### src/rtl/intr_entry_pkg.sv
package intr_entry_pkg;

   localparam int GR_AW      = 5;
   localparam int SHADOW_CNT = 7;
   localparam int SHIDX_W    = 3;

   localparam logic [GR_AW-1:0] TOC_GR_SPACE = 5'd24;
   localparam logic [GR_AW-1:0] TOC_GR_OFF   = 5'd25;

   typedef enum logic [2:0] {
      ST_IDLE,
      ST_SAVE,
      ST_NEWSTAT,
      ST_QUEUE,
      ST_SHADOW,
      ST_TOCGR,
      ST_TARGET,
      ST_BADVEC
   } ent_state_e;

   // Source general register for each shadow slot, in copy order.
   function automatic logic [GR_AW-1:0] shadow_src(input logic [SHIDX_W-1:0] k);
      case (k)
         3'd0:    return 5'd1;
         3'd1:    return 5'd8;
         3'd2:    return 5'd9;
         3'd3:    return 5'd16;
         3'd4:    return 5'd17;
         3'd5:    return 5'd24;
         3'd6:    return 5'd25;
         default: return 5'd0;
      endcase
   endfunction

endpackage

### src/rtl/intr_entry_stat.sv
module intr_entry_stat #(
   parameter int XLEN      = 64,
   parameter int VEC_W     = 6,
   parameter int HPMC_VEC  = 1,
   parameter int WIDE_MODE = 1,
   parameter int WIDE_BIT  = 4,
   parameter int MCHK_BIT  = 11
) (
   input  logic [VEC_W-1:0] vec_i,
   output logic [XLEN-1:0]  stat_o
);

   logic [XLEN-1:0] base_w;
   logic            is_mchk;

   generate
      if (WIDE_MODE != 0) begin : g_wide
         assign base_w = XLEN'(1) << WIDE_BIT;
      end else begin : g_narrow
         assign base_w = '0;
      end
   endgenerate

   assign is_mchk = (vec_i == VEC_W'(HPMC_VEC));
   assign stat_o  = base_w | (is_mchk ? (XLEN'(1) << MCHK_BIT) : '0);

endmodule

### src/rtl/intr_entry_target.sv
module intr_entry_target #(
   parameter int              XLEN      = 64,
   parameter int              VEC_W     = 6,
   parameter int              VEC_BYTES = 32,
   parameter logic [XLEN-1:0] FW_START  = 'hF000_0000
) (
   input  logic [VEC_W-1:0] vec_i,
   input  logic [XLEN-1:0]  base_i,
   input  logic             is_toc_i,
   output logic [XLEN-1:0]  front_o,
   output logic [XLEN-1:0]  back_o
);

   localparam int SLOT_SH = $clog2(VEC_BYTES);

   generate
      if ((1 << SLOT_SH) != VEC_BYTES) begin : g_bad_slot
         $error("vector slot size must be a power of two");
      end
   endgenerate

   logic [XLEN-1:0] slot_off;

   assign slot_off = XLEN'(vec_i) << SLOT_SH;
   assign front_o  = is_toc_i ? FW_START : (base_i + slot_off);
   assign back_o   = front_o + XLEN'(4);

endmodule

### src/rtl/intr_entry_snap.sv
module intr_entry_snap #(
   parameter int XLEN    = 64,
   parameter int SPACE_W = 64,
   parameter int VEC_W   = 6
) (
   input  logic                 clk,
   input  logic                 rst_n,
   input  logic                 accept_i,
   input  logic [VEC_W-1:0]     vec_i,
   input  logic [XLEN-1:0]      stat_i,
   input  logic [SPACE_W-1:0]   spc_f_i,
   input  logic [SPACE_W-1:0]   spc_b_i,
   input  logic [XLEN-1:0]      off_f_i,
   input  logic [XLEN-1:0]      off_b_i,
   input  logic [XLEN-1:0]      base_i,
   output logic [VEC_W-1:0]     vec_o,
   output logic [XLEN-1:0]      stat_o,
   output logic [SPACE_W/2-1:0] spc_f_hi_o,
   output logic [SPACE_W/2-1:0] spc_b_hi_o,
   output logic [XLEN-1:0]      off_f_o,
   output logic [XLEN-1:0]      off_b_o,
   output logic [XLEN-1:0]      base_o
);

   localparam int HALF = SPACE_W / 2;

   // Lower space halves are architecturally discarded.
   logic unused_space_lo;
   assign unused_space_lo = ^{spc_f_i[HALF-1:0], spc_b_i[HALF-1:0]};

   always_ff @(posedge clk or negedge rst_n) begin
      if (!rst_n) begin
         vec_o      <= '0;
         stat_o     <= '0;
         spc_f_hi_o <= '0;
         spc_b_hi_o <= '0;
         off_f_o    <= '0;
         off_b_o    <= '0;
         base_o     <= '0;
      end else if (accept_i) begin
         vec_o      <= vec_i;
         stat_o     <= stat_i;
         spc_f_hi_o <= spc_f_i[SPACE_W-1 -: HALF];
         spc_b_hi_o <= spc_b_i[SPACE_W-1 -: HALF];
         off_f_o    <= off_f_i;
         off_b_o    <= off_b_i;
         base_o     <= base_i;
      end
   end

endmodule

### src/rtl/intr_entry_ctrl.sv
module intr_entry_ctrl
   import intr_entry_pkg::*;
#(
   parameter int VEC_W   = 6,
   parameter int NUM_VEC = 32
) (
   input  logic               clk,
   input  logic               rst_n,
   input  logic               start_i,
   input  logic [VEC_W-1:0]   vec_i,
   input  logic               collect_i,
   input  logic               is_toc_i,
   output logic               accept_o,
   output ent_state_e         state_o,
   output logic [SHIDX_W-1:0] cnt_o
);

   localparam logic [VEC_W:0]         VEC_LIMIT = (VEC_W+1)'(NUM_VEC);
   localparam logic [SHIDX_W-1:0]     SH_LAST   = SHIDX_W'(SHADOW_CNT - 1);

   ent_state_e         state_q, state_n;
   logic [SHIDX_W-1:0] cnt_q, cnt_n;
   logic               vec_ok;

   assign vec_ok   = ({1'b0, vec_i} < VEC_LIMIT);
   assign accept_o = (state_q == ST_IDLE) && start_i;

   always_comb begin
      state_n = state_q;
      cnt_n   = cnt_q;
      case (state_q)
         ST_IDLE: begin
            cnt_n = '0;
            if (start_i) state_n = vec_ok ? ST_SAVE : ST_BADVEC;
         end
         ST_SAVE:    state_n = ST_NEWSTAT;
         ST_NEWSTAT: state_n = ST_QUEUE;
         ST_QUEUE: begin
            cnt_n = '0;
            if (collect_i)     state_n = ST_SHADOW;
            else if (is_toc_i) state_n = ST_TOCGR;
            else               state_n = ST_TARGET;
         end
         ST_SHADOW: begin
            if (cnt_q == SH_LAST) begin
               cnt_n   = '0;
               state_n = is_toc_i ? ST_TOCGR : ST_TARGET;
            end else begin
               cnt_n = cnt_q + 1'b1;
            end
         end
         ST_TOCGR: begin
            if (cnt_q == SHIDX_W'(1)) state_n = ST_TARGET;
            else                      cnt_n   = cnt_q + 1'b1;
         end
         ST_TARGET: state_n = ST_IDLE;
         ST_BADVEC: state_n = ST_IDLE;
         default:   state_n = ST_IDLE;
      endcase
   end

   always_ff @(posedge clk or negedge rst_n) begin
      if (!rst_n) begin
         state_q <= ST_IDLE;
         cnt_q   <= '0;
      end else begin
         state_q <= state_n;
         cnt_q   <= cnt_n;
      end
   end

   assign state_o = state_q;
   assign cnt_o   = cnt_q;

endmodule

### src/rtl/intr_entry_seq.sv
module intr_entry_seq
   import intr_entry_pkg::*;
#(
   parameter int              XLEN             = 64,
   parameter int              SPACE_W          = 64,
   parameter int              VEC_W            = 6,
   parameter int              NUM_VEC          = 32,
   parameter int              VEC_BYTES        = 32,
   parameter int              HPMC_VEC         = 1,
   parameter int              TOC_VEC          = 31,
   parameter int              WIDE_MODE        = 1,
   parameter int              STAT_WIDE_BIT    = 4,
   parameter int              STAT_MCHK_BIT    = 11,
   parameter int              STAT_COLLECT_BIT = 3,
   parameter logic [XLEN-1:0] FW_START         = 'hF000_0000
) (
   input  logic                 clk,
   input  logic                 rst_n,
   input  logic                 start,
   input  logic [VEC_W-1:0]     vec,
   input  logic [XLEN-1:0]      stat_in,
   input  logic [SPACE_W-1:0]   spc_f,
   input  logic [SPACE_W-1:0]   spc_b,
   input  logic [XLEN-1:0]      off_f,
   input  logic [XLEN-1:0]      off_b,
   input  logic [XLEN-1:0]      vec_base,
   input  logic [XLEN-1:0]      gr_rd_data,
   output logic [4:0]           gr_rd_addr,
   output logic                 stat_save_we,
   output logic [XLEN-1:0]      stat_save_d,
   output logic                 stat_we,
   output logic [XLEN-1:0]      stat_d,
   output logic                 q_we,
   output logic [SPACE_W/2-1:0] q_spc_f,
   output logic [SPACE_W/2-1:0] q_spc_b,
   output logic [XLEN-1:0]      q_off_f,
   output logic [XLEN-1:0]      q_off_b,
   output logic                 shadow_we,
   output logic [2:0]           shadow_idx,
   output logic [XLEN-1:0]      shadow_d,
   output logic                 gr_we,
   output logic [4:0]           gr_wr_addr,
   output logic [XLEN-1:0]      gr_wr_d,
   output logic                 fetch_we,
   output logic [XLEN-1:0]      fetch_front,
   output logic [XLEN-1:0]      fetch_back,
   output logic                 busy,
   output logic                 done,
   output logic                 err
);

   localparam int HALF = SPACE_W / 2;

   generate
      if ((SPACE_W % 2) != 0) begin : g_bad_space
         $error("space queue width must be even");
      end
      if (NUM_VEC > (1 << VEC_W)) begin : g_bad_count
         $error("vector count exceeds vector field");
      end
      if (TOC_VEC >= NUM_VEC || HPMC_VEC >= NUM_VEC) begin : g_bad_special
         $error("special vectors must be supported vectors");
      end
      if (STAT_WIDE_BIT >= XLEN || STAT_MCHK_BIT >= XLEN || STAT_COLLECT_BIT >= XLEN) begin : g_bad_bits
         $error("status bit position beyond word width");
      end
      if (HALF > XLEN) begin : g_bad_half
         $error("space half wider than a general register");
      end
   endgenerate

   logic               accept;
   ent_state_e         state;
   logic [SHIDX_W-1:0] cnt;
   logic [VEC_W-1:0]   s_vec;
   logic [XLEN-1:0]    s_stat, s_off_f, s_off_b, s_base;
   logic [HALF-1:0]    s_spc_f, s_spc_b;
   logic               is_toc;
   logic [XLEN-1:0]    new_stat, tgt_front, tgt_back;

   assign is_toc = (s_vec == VEC_W'(TOC_VEC));

   intr_entry_snap #(.XLEN(XLEN), .SPACE_W(SPACE_W), .VEC_W(VEC_W)) u_snap (
      .clk        (clk),
      .rst_n      (rst_n),
      .accept_i   (accept),
      .vec_i      (vec),
      .stat_i     (stat_in),
      .spc_f_i    (spc_f),
      .spc_b_i    (spc_b),
      .off_f_i    (off_f),
      .off_b_i    (off_b),
      .base_i     (vec_base),
      .vec_o      (s_vec),
      .stat_o     (s_stat),
      .spc_f_hi_o (s_spc_f),
      .spc_b_hi_o (s_spc_b),
      .off_f_o    (s_off_f),
      .off_b_o    (s_off_b),
      .base_o     (s_base)
   );

   intr_entry_ctrl #(.VEC_W(VEC_W), .NUM_VEC(NUM_VEC)) u_ctrl (
      .clk       (clk),
      .rst_n     (rst_n),
      .start_i   (start),
      .vec_i     (vec),
      .collect_i (s_stat[STAT_COLLECT_BIT]),
      .is_toc_i  (is_toc),
      .accept_o  (accept),
      .state_o   (state),
      .cnt_o     (cnt)
   );

   intr_entry_stat #(
      .XLEN(XLEN), .VEC_W(VEC_W), .HPMC_VEC(HPMC_VEC), .WIDE_MODE(WIDE_MODE),
      .WIDE_BIT(STAT_WIDE_BIT), .MCHK_BIT(STAT_MCHK_BIT)
   ) u_stat (
      .vec_i  (s_vec),
      .stat_o (new_stat)
   );

   intr_entry_target #(
      .XLEN(XLEN), .VEC_W(VEC_W), .VEC_BYTES(VEC_BYTES), .FW_START(FW_START)
   ) u_target (
      .vec_i    (s_vec),
      .base_i   (s_base),
      .is_toc_i (is_toc),
      .front_o  (tgt_front),
      .back_o   (tgt_back)
   );

   // Step strobes decoded from the sequencer state.
   assign stat_save_we = (state == ST_SAVE);
   assign stat_we      = (state == ST_NEWSTAT);
   assign q_we         = (state == ST_QUEUE);
   assign shadow_we    = (state == ST_SHADOW);
   assign gr_we        = (state == ST_TOCGR);
   assign fetch_we     = (state == ST_TARGET);
   assign done         = fetch_we;
   assign err          = (state == ST_BADVEC);
   assign busy         = (state != ST_IDLE);

   assign stat_save_d  = s_stat;
   assign stat_d       = new_stat;
   assign q_spc_f      = s_spc_f;
   assign q_spc_b      = s_spc_b;
   assign q_off_f      = s_off_f;
   assign q_off_b      = s_off_b;

   assign shadow_idx   = cnt;
   assign gr_rd_addr   = shadow_we ? shadow_src(cnt) : '0;
   assign shadow_d     = gr_rd_data;

   assign gr_wr_addr   = (cnt == '0) ? TOC_GR_SPACE : TOC_GR_OFF;
   assign gr_wr_d      = (cnt == '0) ? XLEN'(s_spc_b) : s_off_b;

   assign fetch_front  = tgt_front;
   assign fetch_back   = tgt_back;

endmodule

### config.mk
export PLATFORM = sky130hd
export DESIGN_NAME = intr_entry_seq
export DESIGN_NICKNAME = d
export VERILOG_FILES = /design/src/rtl/intr_entry_pkg.sv /design/src/rtl/intr_entry_stat.sv /design/src/rtl/intr_entry_target.sv /design/src/rtl/intr_entry_snap.sv /design/src/rtl/intr_entry_ctrl.sv /design/src/rtl/intr_entry_seq.sv
export SDC_FILE = /design/constraint.sdc
export NUM_CORES = 1
export LEC_CHECK = 0
export BUFFER_PORTS_ARGS = -buffer_cell sky130_fd_sc_hd__buf_2
export CORE_AREA = 5 5 408 410
export DETAILED_ROUTE_END_ITERATION = 16
export DIE_AREA = 0 0 413 415
export GPL_ROUTABILITY_DRIVEN = 0
export PLACE_DENSITY = 0.41
export SLEW_MARGIN = 20
export SYNTH_ARGS = -nofsm -noshare
export SYNTH_HDL_FRONTEND = slang
export SYNTH_SLANG_ARGS = --single-unit
### constraint.sdc
create_clock -name clk -period 4.25 [get_ports clk]
set_input_delay 0.85 -clock clk [delete_from_list [all_inputs] [get_ports clk]]
set_output_delay 0.85 -clock clk [all_outputs]
set_load 0.02 [all_outputs]
# Word-level counts from Yosys, hierarchy flattened
# Index checks and enable logic that the tools add are counted.
# classes
add_sub_neg,3
magnitude_cmp,1
n_eq_ne,19
muxes,16
n_reduce_logical,9
# ops
cell,n
two-way mux 64 bit,2
adder 64 x 11 -> 64 bit,1
adder 64 x 3 -> 64 bit (second input constant),1
case mux 5 bit (7 select lines),1
equality test 3 bit (second input constant),7
two-way mux 3 bit,7
case mux 3 bit (7 select lines),1
equality test 3 x 2 -> 1 bit (second input constant),4
two-way mux 12 bit,1
case mux 3 bit (3 select lines),1
equality test 3 x 1 -> 1 bit (second input constant),2
equality test 6 x 1 -> 1 bit (second input constant),1
equality test 6 x 5 -> 1 bit (second input constant),1
logical NOT 3 bit,2
< comparator 6 bit (second input constant),1
nonzero test 3 bit,2
two-way mux 5 bit,1
!= test 2 x 1 -> 1 bit (second input constant),2
!= test 2 bit (second input constant),2
OR reduction 2 bit,2
adder 3 x 1 -> 3 bit (second input constant),1
AND reduction 3 bit,1
two-way mux 2 bit,1
AND reduction 2 bit,1
2 further kinds,2
# totals
regBits,332
in_bits,457
output_inout_bits,598
elab_cells,57

# Depth between registers and ports, before layout
# Gate-level depths: netlist (run 1).
# depth
word_depth,4
mapped_depth,17
mapped_depth_nobuf,13

# Hierarchy
# From an unflattened synthesis (run 1), not the netlist that was laid out.
# unflattened
hier_cells,1539
hier_area_um2,18595.3
# modules_own_cells
mod,instances,cells_each,area_each_um2,seq_area_each_um2
intr_entry_snap,1,688,12637.1,8157.8
intr_entry_target,1,573,3699.8,0.0
intr_entry_seq,1,164,1283.7,0.0
intr_entry_stat,1,68,508.0,0.0
intr_entry_ctrl,1,46,466.7,150.1

# Worst setup path after synthesis (run 1)
# Ideal clock, no wire load.
# synth_timing
kind,flip-flop to output port
from,register u_snap.vec_o[3]
to,output port fetch_back[56]
arrival_time_ps,4283
t_required_ps,3400
setup_slack_ps,-883
path_stages_with_launch,18
n_path_buf,4
cell_sequence,dfrtp_1 -> nand4_1 -> or2_2 -> clkbuf_1 -> clkbuf_1 -> buf_1 -> clkbuf_1 -> nand2_1 -> inv_1 -> ha_1 -> nand4b_1 -> nor2_1 -> nand3_1 -> nor4_1 -> nand4_1 -> nor4_4 -> nand4b_1 -> xnor2_1
# synth_via
elab_chain_len,3
word_cells_on_any_way,4
cone_classes,2 x add/sub; 1 x eq/ne; 1 x mux
# synth_lines
item,line,rtl
from (decl),intr_entry_snap.sv:16,"output logic [VEC_W-1:0] vec_o,"
from (signal assigned),intr_entry_snap.sv:41,vec_o <= vec_i;
equality test 6 x 5 -> 1 bit,intr_entry_seq.sv:81,assign is_toc = (s_vec == VEC_W'(TOC_VEC));
two-way mux 64 bit,intr_entry_target.sv:25,assign front_o = is_toc_i ? FW_START : (base_i + slot_off);
net fetch_front[2],intr_entry_seq.sv:45,"output logic [XLEN-1:0] fetch_front,"
adder 64 x 3 -> 64 bit,intr_entry_target.sv:26,assign back_o = front_o + XLEN'(4);
to (decl),intr_entry_seq.sv:46,"output logic [XLEN-1:0] fetch_back,"
# The timed path passes the listed nets, and every way through them passes these cells.

# Worst setup path in the final report (run 1)
# layout_timing
from,register u_snap.vec_o[0]
to,output port fetch_back[57]
# layout_via
elab_chain_len,3
word_cells_on_any_way,4
cone_classes,2 x add/sub; 1 x eq/ne; 1 x mux
# layout_lines
item,line
adder 64 x 11 -> 64 bit or equality test 6 x 5 -> 1 bit (tied branches),"intr_entry_target.sv:25, intr_entry_seq.sv:81"
two-way mux 64 bit (*),intr_entry_target.sv:25
adder 64 x 3 -> 64 bit (*),intr_entry_target.sv:26
# Mark *: on every way between the ends. The rest lies on a longest branch, timed or not.

==> run summary, run 1 <==
### Worst setup path
• WS Path Type: reg -> out
• crit end category: output port
• reg2reg start: u_ctrl.state_o[0]$_DFFE_PN0P_
• FF-to-FF path depth: 5
• setup slack of the most critical reg-to-reg path: 1.80 ns
• endpoint required time on the critical path: 3.40 ns
• CP cell instances: ha_2, inv_2, fa_2, nand2b_4, a21o_4, buf_6, a2111oi_4, mux2i_4, and4bb_2, buf_4, nand4_1, buf_6, nor4_4, buf_12, and3_1, xor2_2, buf_4
• Max Fanout on Critical Path: 9
• CP top delay family: simple AND/OR/NAND/NOR gates
• count of buffering cells on the critical path with inverters included: 6
• crit-path max cell delay: 0.38 ns
• element type at the critical path start: register
• worst flop-to-flop path endpoint: u_snap.spc_b_hi_o[23]$_DFFE_PN0P_
• cell with the largest stage delay on the worst path: sky130_fd_sc_hd__a2111oi_4
• Worst Path Arrival: 4.44 ns

### Logic synthesis
• simple-gate share of the synthesized area: 0.1250
• xor-xnor portion of the synthesized cell area: 0.04339
• synthesized flop and latch total: 332
• mux share of post-synthesis cell area: 0.2320
• primary flip-flop cell chosen by synthesis mapping: sky130_fd_sc_hd__dfrtp_1
• Yosys warning total: 0
• share of the yosys chip area belonging to registers: 0.4731
• proportion of register bits with asynchronous set or reset after synthesis: 1.000
• synthesized area per cell: 11.58 µm²
• cell with the most instances after synthesis: sky130_fd_sc_hd__mux2_2
• number of distinct library cell variants in the gate-level netlist after synthesis: 67
• Yosys top cell by area: sky130_fd_sc_hd__dfrtp_1
• proportion of netlist area held by the largest area contributor: 0.4731
• adder-cell share of the synthesized area: 0.008977
• complex-gate fraction of the synthesized area: 0.03840
• number of instances in the synthesized netlist: 1516
• largest cells by area after synthesis: sky130_fd_sc_hd__dfrtp_1 47%, sky130_fd_sc_hd__mux2_2 23%, sky130_fd_sc_hd__buf_4 5.9%
• most used standard cells in the synthesized netlist: 352 x sky130_fd_sc_hd__mux2_2, 332 x sky130_fd_sc_hd__dfrtp_1, 139 x sky130_fd_sc_hd__buf_4
• EDFF count, synth: 0
• cell area after synthesis: 17560 µm²
• dominant combinational cell family by area after synthesis: multiplexers

### Clock tree
• number of buffers created by CTS: 48
• clock latency of the later-clocked register in the worst-skew pair: 0.62 ns
• clock root buffer master: sky130_fd_sc_hd__clkbuf_16
• Longest Clk Path Bufs: 3
• number of sinks handled by clock tree synthesis: 332
• maximum level of the CTS H-tree: 2
• clock transition at the register clock pins on the worst setup and hold paths after CTS: 0.06 ns
• CTS tree: done

### Floorplan
• die span in y: 415 µm
• placement row count: 148
• die area: 171400 µm²
• chip width: 413 µm
• count of boundary I/O pins: 1055
• initial core utilization: 0.1084
• placeable core region: 162000 µm²

### Placement
• IO Port Bufs: 793
• placed insts: 4570
• Post-DP HPWL: 81.63 mm

### Global routing
• initial antenna violation count: 72
• via count of the first global-routing pass: 16624
• wire length of the first global-routing pass: 134.6 mm
• Total GRT Usage: 0.1111
• total congestion overflow after global routing: 0
• pin count of the biggest net entering global routing: 109

### Route
• post-detailed-route wirelength per cell: 20.98 µm
• total iterations of the first detailed-routing run: 7
• drt initial violations: 484
• remaining design rule violation count: 0
• vias: 15778
• number of antenna-violating nets in the routed design: 0
• total detailed-routing wirelength: 99.10 mm
• vias per inst: 3.341

### Power and ir drop
• portion of total power attributed to the clock network: 0.164
• power density over cell area: 889.0 nW/µm²
• Flop pwr share: 0.244
• switching share of total power: 0.4673
• total power draw: 25.85 mW
• Peak VDD IR: 0.6254 mV
• P_leak: 13.04 nW
• Internal Pwr Total: 13.77 mW
• part of the power in combinational logic: 0.592
• switching pwr: 12.08 mW

### Run status
• failing checks: setup timing
• status: finished with violations

### Timing
• Clock Skew: 0.02181 ns
• tightest slew margin relative to the limit: 0.4293
• final number of setup-violating endpoints: 59
• maximum operating frequency: 189.1 MHz
• crit path setup slack, layout: -1.038 ns
• number of max-slew violations in the final report: 0
• RSZ-0062 raised after global routing: true
• Least-Margin Pin Slew: 0.8561 ns
• Final Hold Vio Count: 0
• Final period util: 1.244
• post-route minimum period: 5.288 ns

### Job
• number of violations of the max-capacitance limit: 0

### Final layout
• area delta synth->final: 65.58%
• Non-Filler Instances: 4723
• share of final-layout standard cells stronger than drive strength 1: 0.6697
• final net count: 2968

### Min path
• type of the tightest min-delay check: in -> async

## placed cells by master, fill, tap and decap left out, types with 8 or more instances in the layout
master / n
sky130_fd_sc_hd__nand4_1: 39
sky130_fd_sc_hd__diode_2: 11
sky130_fd_sc_hd__dfrtp_1: 332
sky130_fd_sc_hd__buf_12: 17
sky130_fd_sc_hd__clkinv_2: 11
sky130_fd_sc_hd__nor4_4: 12
sky130_fd_sc_hd__nor3_1: 9
sky130_fd_sc_hd__inv_1: 16
sky130_fd_sc_hd__conb_1: 69
sky130_fd_sc_hd__clkbuf_16: 48
sky130_fd_sc_hd__and3_1: 19
sky130_fd_sc_hd__o21ai_0: 24
sky130_fd_sc_hd__xnor2_2: 29
sky130_fd_sc_hd__nand2b_1: 11
sky130_fd_sc_hd__xor2_1: 31
sky130_fd_sc_hd__nand2_1: 59
sky130_fd_sc_hd__xor2_2: 8
sky130_fd_sc_hd__mux2_2: 352
sky130_fd_sc_hd__nor2_4: 14
sky130_fd_sc_hd__and2_1: 47
sky130_fd_sc_hd__clkinvlp_4: 8
sky130_fd_sc_hd__nor2_1: 47
sky130_fd_sc_hd__a21oi_1: 14
sky130_fd_sc_hd__buf_4: 260
sky130_fd_sc_hd__or3_1: 9
sky130_fd_sc_hd__nand3_1: 15
sky130_fd_sc_hd__xnor2_1: 17
sky130_fd_sc_hd__buf_2: 719
sky130_fd_sc_hd__buf_6: 76
sky130_fd_sc_hd__nor3_4: 8
sky130_fd_sc_hd__nand3_4: 12
## worst reg2reg max path, cell delays in order (launching register included)
cell	delay, ns
sky130_fd_sc_hd__dfrtp_1	0.52
sky130_fd_sc_hd__or3_1	0.48
sky130_fd_sc_hd__nor2_4	0.31
sky130_fd_sc_hd__buf_12	0.24
sky130_fd_sc_hd__buf_12	0.35
sky130_fd_sc_hd__mux2_2	0.45
## registers in the layout, summed over array words and instances (netlist names)
register and flops:
u_snap.off_f_o 64, u_snap.spc_b_hi_o 32, u_snap.vec_o 6, u_ctrl.cnt_o 3, u_ctrl.state_o 3, u_snap.base_o 64, u_snap.off_b_o 64, u_snap.stat_o 64
u_snap.spc_f_hi_o 32
## metal layers
metal  track usage  part of all wire  vias to the layer above
li1              -                 -                     7149
met1        0.1205              0.36                     7724
met2        0.2015              0.51                      655
met3       0.03935             0.089                      232
met4       0.03368             0.036                       18
met5             0            0.0012                        -
## worst max-delay path by stage
stage                            startpoint              to  cells after the start
6_report        u_snap.vec_o[0]$_DFFE_PN0P_  fetch_back[57]                     17
5_1_grt         u_snap.vec_o[0]$_DFFE_PN0P_  fetch_back[57]                     17
2_1_floorplan   u_snap.vec_o[0]$_DFFE_PN0P_  fetch_back[56]                     12
4_1_cts        u_snap.base_o[5]$_DFFE_PN0P_  fetch_back[56]                     16
3_3_place_gp   u_snap.base_o[5]$_DFFE_PN0P_  fetch_back[56]                     15
3_5_place_dp   u_snap.base_o[5]$_DFFE_PN0P_  fetch_back[56]                     15
## cells by family after synthesis
family | count (synthesis)
AOI/OAI and AO/OA | 100
xor gates and xnor gates | 87
adders and majority gates | 12
buffers and inverters | 228
DFF | 332
muxes | 363
other | 2
and+or+nand+nor | 392
## per-stage QoR
step	TNS (ns)	util	worst slack (ns)	cell area (µm²)	hold slack [ns]
floorplan	-3.036	-	-0.2078	18190	0.4721
global placement	-14.53	0.1573	-0.6076	25480	0.4849
detailed placement	-16.55	0.1573	-0.6829	25480	0.4894
CTS	-45.28	0.1767	-1.218	28630	0.2361
global route	-52.74	0.1793	-1.304	29050	0.2740
finish	-37.22	0.1795	-1.038	29080	0.2435
## layout make-up
class	count	area (µm²)
fill	18050	133000
multi-input combinational	1023	9529
sequential	332	8308
timing repair buffer	1074	6777
tap	2175	2721
clock buffer	58	1289
clock inverter	30	350.3
inverter	20	77.57
antenna	11	27.53
## power by group through the flow
stage	Combinational (mW)	Clock [mW]	Sequential, mW
final	15.3	4.24	6.31
after CTS	15.3	4.47	6.42
after floorplan	6.75	0	7.31
after detailed placement	14.2	0	6.42
after global routing	16.4	4.57	6.60
after global placement	14.2	0	6.37
## what timing repair did
item,in CTS,in global routing
gates cloned,0,0
resized for setup,275,73
pin swaps,66,44
setup buffers,44,32
hold buffers,0,0
endpoints found under the setup margin,78,81
Note: power is estimated with default switching activity, not from simulation.
==> run 2: changes to the inputs <==
--- a/config.mk
+++ b/config.mk
@@ -11,6 +11,7 @@
 export DIE_AREA = 0 0 413 415
 export GPL_ROUTABILITY_DRIVEN = 0
 export PLACE_DENSITY = 0.41
+export SETUP_SLACK_MARGIN = 0.2
 export SLEW_MARGIN = 20
 export SYNTH_ARGS = -nofsm -noshare
 export SYNTH_HDL_FRONTEND = slang
==> run summary, run 2 (synthesis gave the netlist of run 1 again) <==
### Min path
• type of the tightest min-delay check: in -> async

### Timing
• Hold WS: 0.2143 ns
• Final period util: 1.256
• RSZ-0062 raised after global routing: true
• post-route minimum period: 5.340 ns
• crit path setup slack, layout: -1.090 ns
• final number of setup-violating endpoints: 65
• maximum operating frequency: 187.3 MHz
• Final Hold Vio Count: 0
• number of max-slew violations in the final report: 0
• Clock Skew: 0.02813 ns
• tightest slew margin relative to the limit: 0.4469
• Least-Margin Pin Slew: 0.8297 ns

### Global routing
• global routing usage on met2: 0.2023
• initial antenna violation count: 72
• layer carrying the most global-route usage: met2
• wire length of the first global-routing pass: 137.1 mm
• via count of the first global-routing pass: 16526
• Total GRT Usage: 0.1142
• total congestion overflow after global routing: 0
• met3 GRT Util: 0.04537
• GR Util met1: 0.1241
• pin count of the biggest net entering global routing: 139

### Final layout
• most common library cell in the layout ignoring fill and taps: sky130_fd_sc_hd__buf_2
• end-of-flow core utilization: 0.1835
• area delta synth->final: 69.31%
• final cell area excluding filler cells: 29730 µm²
• final net count: 2994
• Non-Filler Instances: 4757
• share of final-layout standard cells stronger than drive strength 1: 0.6869
• commonest non-fill, non-tap cells in the layout: 702 x sky130_fd_sc_hd__buf_2, 352 x sky130_fd_sc_hd__mux2_2, 331 x sky130_fd_sc_hd__dfrtp_1

### Job
• number of violations of the max-capacitance limit: 0

### Power and ir drop
• P_leak: 13.33 nW
• total power draw: 26.57 mW
• Peak VDD IR: 0.4899 mV
• power density over cell area: 893.6 nW/µm²

### Route
• post-detailed-route wirelength per cell: 21.48 µm
• total detailed-routing wirelength: 102.2 mm
• remaining design rule violation count: 0
• vias per inst: 3.335
• total iterations of the first detailed-routing run: 6
• number of antenna-violating nets in the routed design: 0
• drt initial violations: 539
• vias: 15865

### Floorplan
• initial core utilization: 0.1084
• placement row count: 148
• count of boundary I/O pins: 1055
• die span in y: 415 µm
• die area: 171400 µm²
• chip width: 413 µm
• placeable core region: 162000 µm²

### Worst setup path
• Max Fanout on Critical Path: 9
• crit end category: output port
• endpoint required time on the critical path: 3.40 ns
• FF-to-FF path depth: 5
• count of buffering cells on the critical path with inverters included: 5
• element type at the critical path start: register
• cell with the largest stage delay on the worst path: sky130_fd_sc_hd__a2111oi_4
• CP top delay family: simple AND/OR/NAND/NOR gates
• number of cells on the critical path: 16
• CP cell instances: ha_2, inv_2, fa_2, nand2b_4, a21o_4, buf_12, buf_8, a2111oi_4, mux2i_4, and4bb_2, nand4_1, nor4_4, buf_12, nand4_1, xnor2_2, buf_4
• crit-path max cell delay: 0.42 ns
• worst flop-to-flop path endpoint: u_snap.base_o[56]$_DFFE_PN0P_
• reg2reg start: u_ctrl.state_o[0]$_DFFE_PN0P_
• setup slack of the most critical reg-to-reg path: 1.53 ns
• WS Path Type: reg -> out
• Worst Path Arrival: 4.49 ns

### Clock tree
• CTS tree: done
• clock root buffer master: sky130_fd_sc_hd__clkbuf_16
• maximum level of the CTS H-tree: 2
• Longest Clk Path Bufs: 3
• number of sinks handled by clock tree synthesis: 332
• number of buffers created by CTS: 47
• cts hold-fix bufs: 0
• clock latency of the later-clocked register in the worst-skew pair: 0.60 ns
• clock transition at the register clock pins on the worst setup and hold paths after CTS: 0.07 ns

### Placement
• dpl cell area: 25620 µm²
• placed insts: 4579
• Post-DP HPWL: 84.65 mm
• IO Port Bufs: 793

### Run status
• failing checks: setup timing
• status: finished with violations

[run 2: area by class of cell]
type | count | area, µm²
diodes | 24 | 60.06
clock buffers | 59 | 1291
clock inverters | 23 | 360.3
fillers | 18085 | 132300
inverters | 20 | 82.58
multi-input cells | 1023 | 9651
flip-flops and latches | 332 | 8309
well taps | 2175 | 2721
repair buffers | 1101 | 7259
[run 2: report_power, final]
part | switching (mW) | internal (mW)
combinational | 9.24 | 6.85
sequential | 1.44 | 4.78
clock | 1.67 | 2.59
total | 12.4 | 14.2
[run 2: repair_timing]
item,CTS,global route
pin swaps,31,52
setup endpoints to repair,87,96
cloned,1,0
buffers inserted,45,25
resized for setup,221,212
[run 2: how the worst max path moves through the flow]
stage	start	end	slack [ns]
2_1_floorplan	u_snap.vec_o[0]$_DFFE_PN0P_	fetch_back[56]	-0.21
3_3_place_gp	u_snap.base_o[5]$_DFFE_PN0P_	fetch_back[56]	-0.94
3_5_place_dp	u_snap.base_o[5]$_DFFE_PN0P_	fetch_back[56]	-0.95
4_1_cts	u_snap.base_o[5]$_DFFE_PN0P_	fetch_back[48]	-1.22
5_1_grt	u_snap.base_o[5]$_DFFE_PN0P_	fetch_back[59]	-1.32
6_report	u_snap.base_o[5]$_DFFE_PN0P_	fetch_back[59]	-1.09
[run 2: layer usage]
layer	vias to the layer above	part of all wire
met1	7763	0.36
met2	643	0.50
met5	-	0.0020
li1	7206	-
met3	217	0.099
met4	36	0.036
[run 2: through the flow]
step	setup slack (ns)	TNS, ns
after global routing	-1.316	-58.60
after global placement	-0.9445	-19.88
after detailed placement	-0.9532	-20.13
final	-1.090	-43.91
after CTS	-1.216	-50.35
after floorplan	-0.2078	-3.513
[run 2: worst reg2reg max path: stages, from the launching register on]
cell	delay [ns]
sky130_fd_sc_hd__dfrtp_1	0.52
sky130_fd_sc_hd__or3_1	0.49
sky130_fd_sc_hd__nor2_4	0.19
sky130_fd_sc_hd__buf_12	0.25
sky130_fd_sc_hd__buf_16	0.38
sky130_fd_sc_hd__mux2_2	0.76
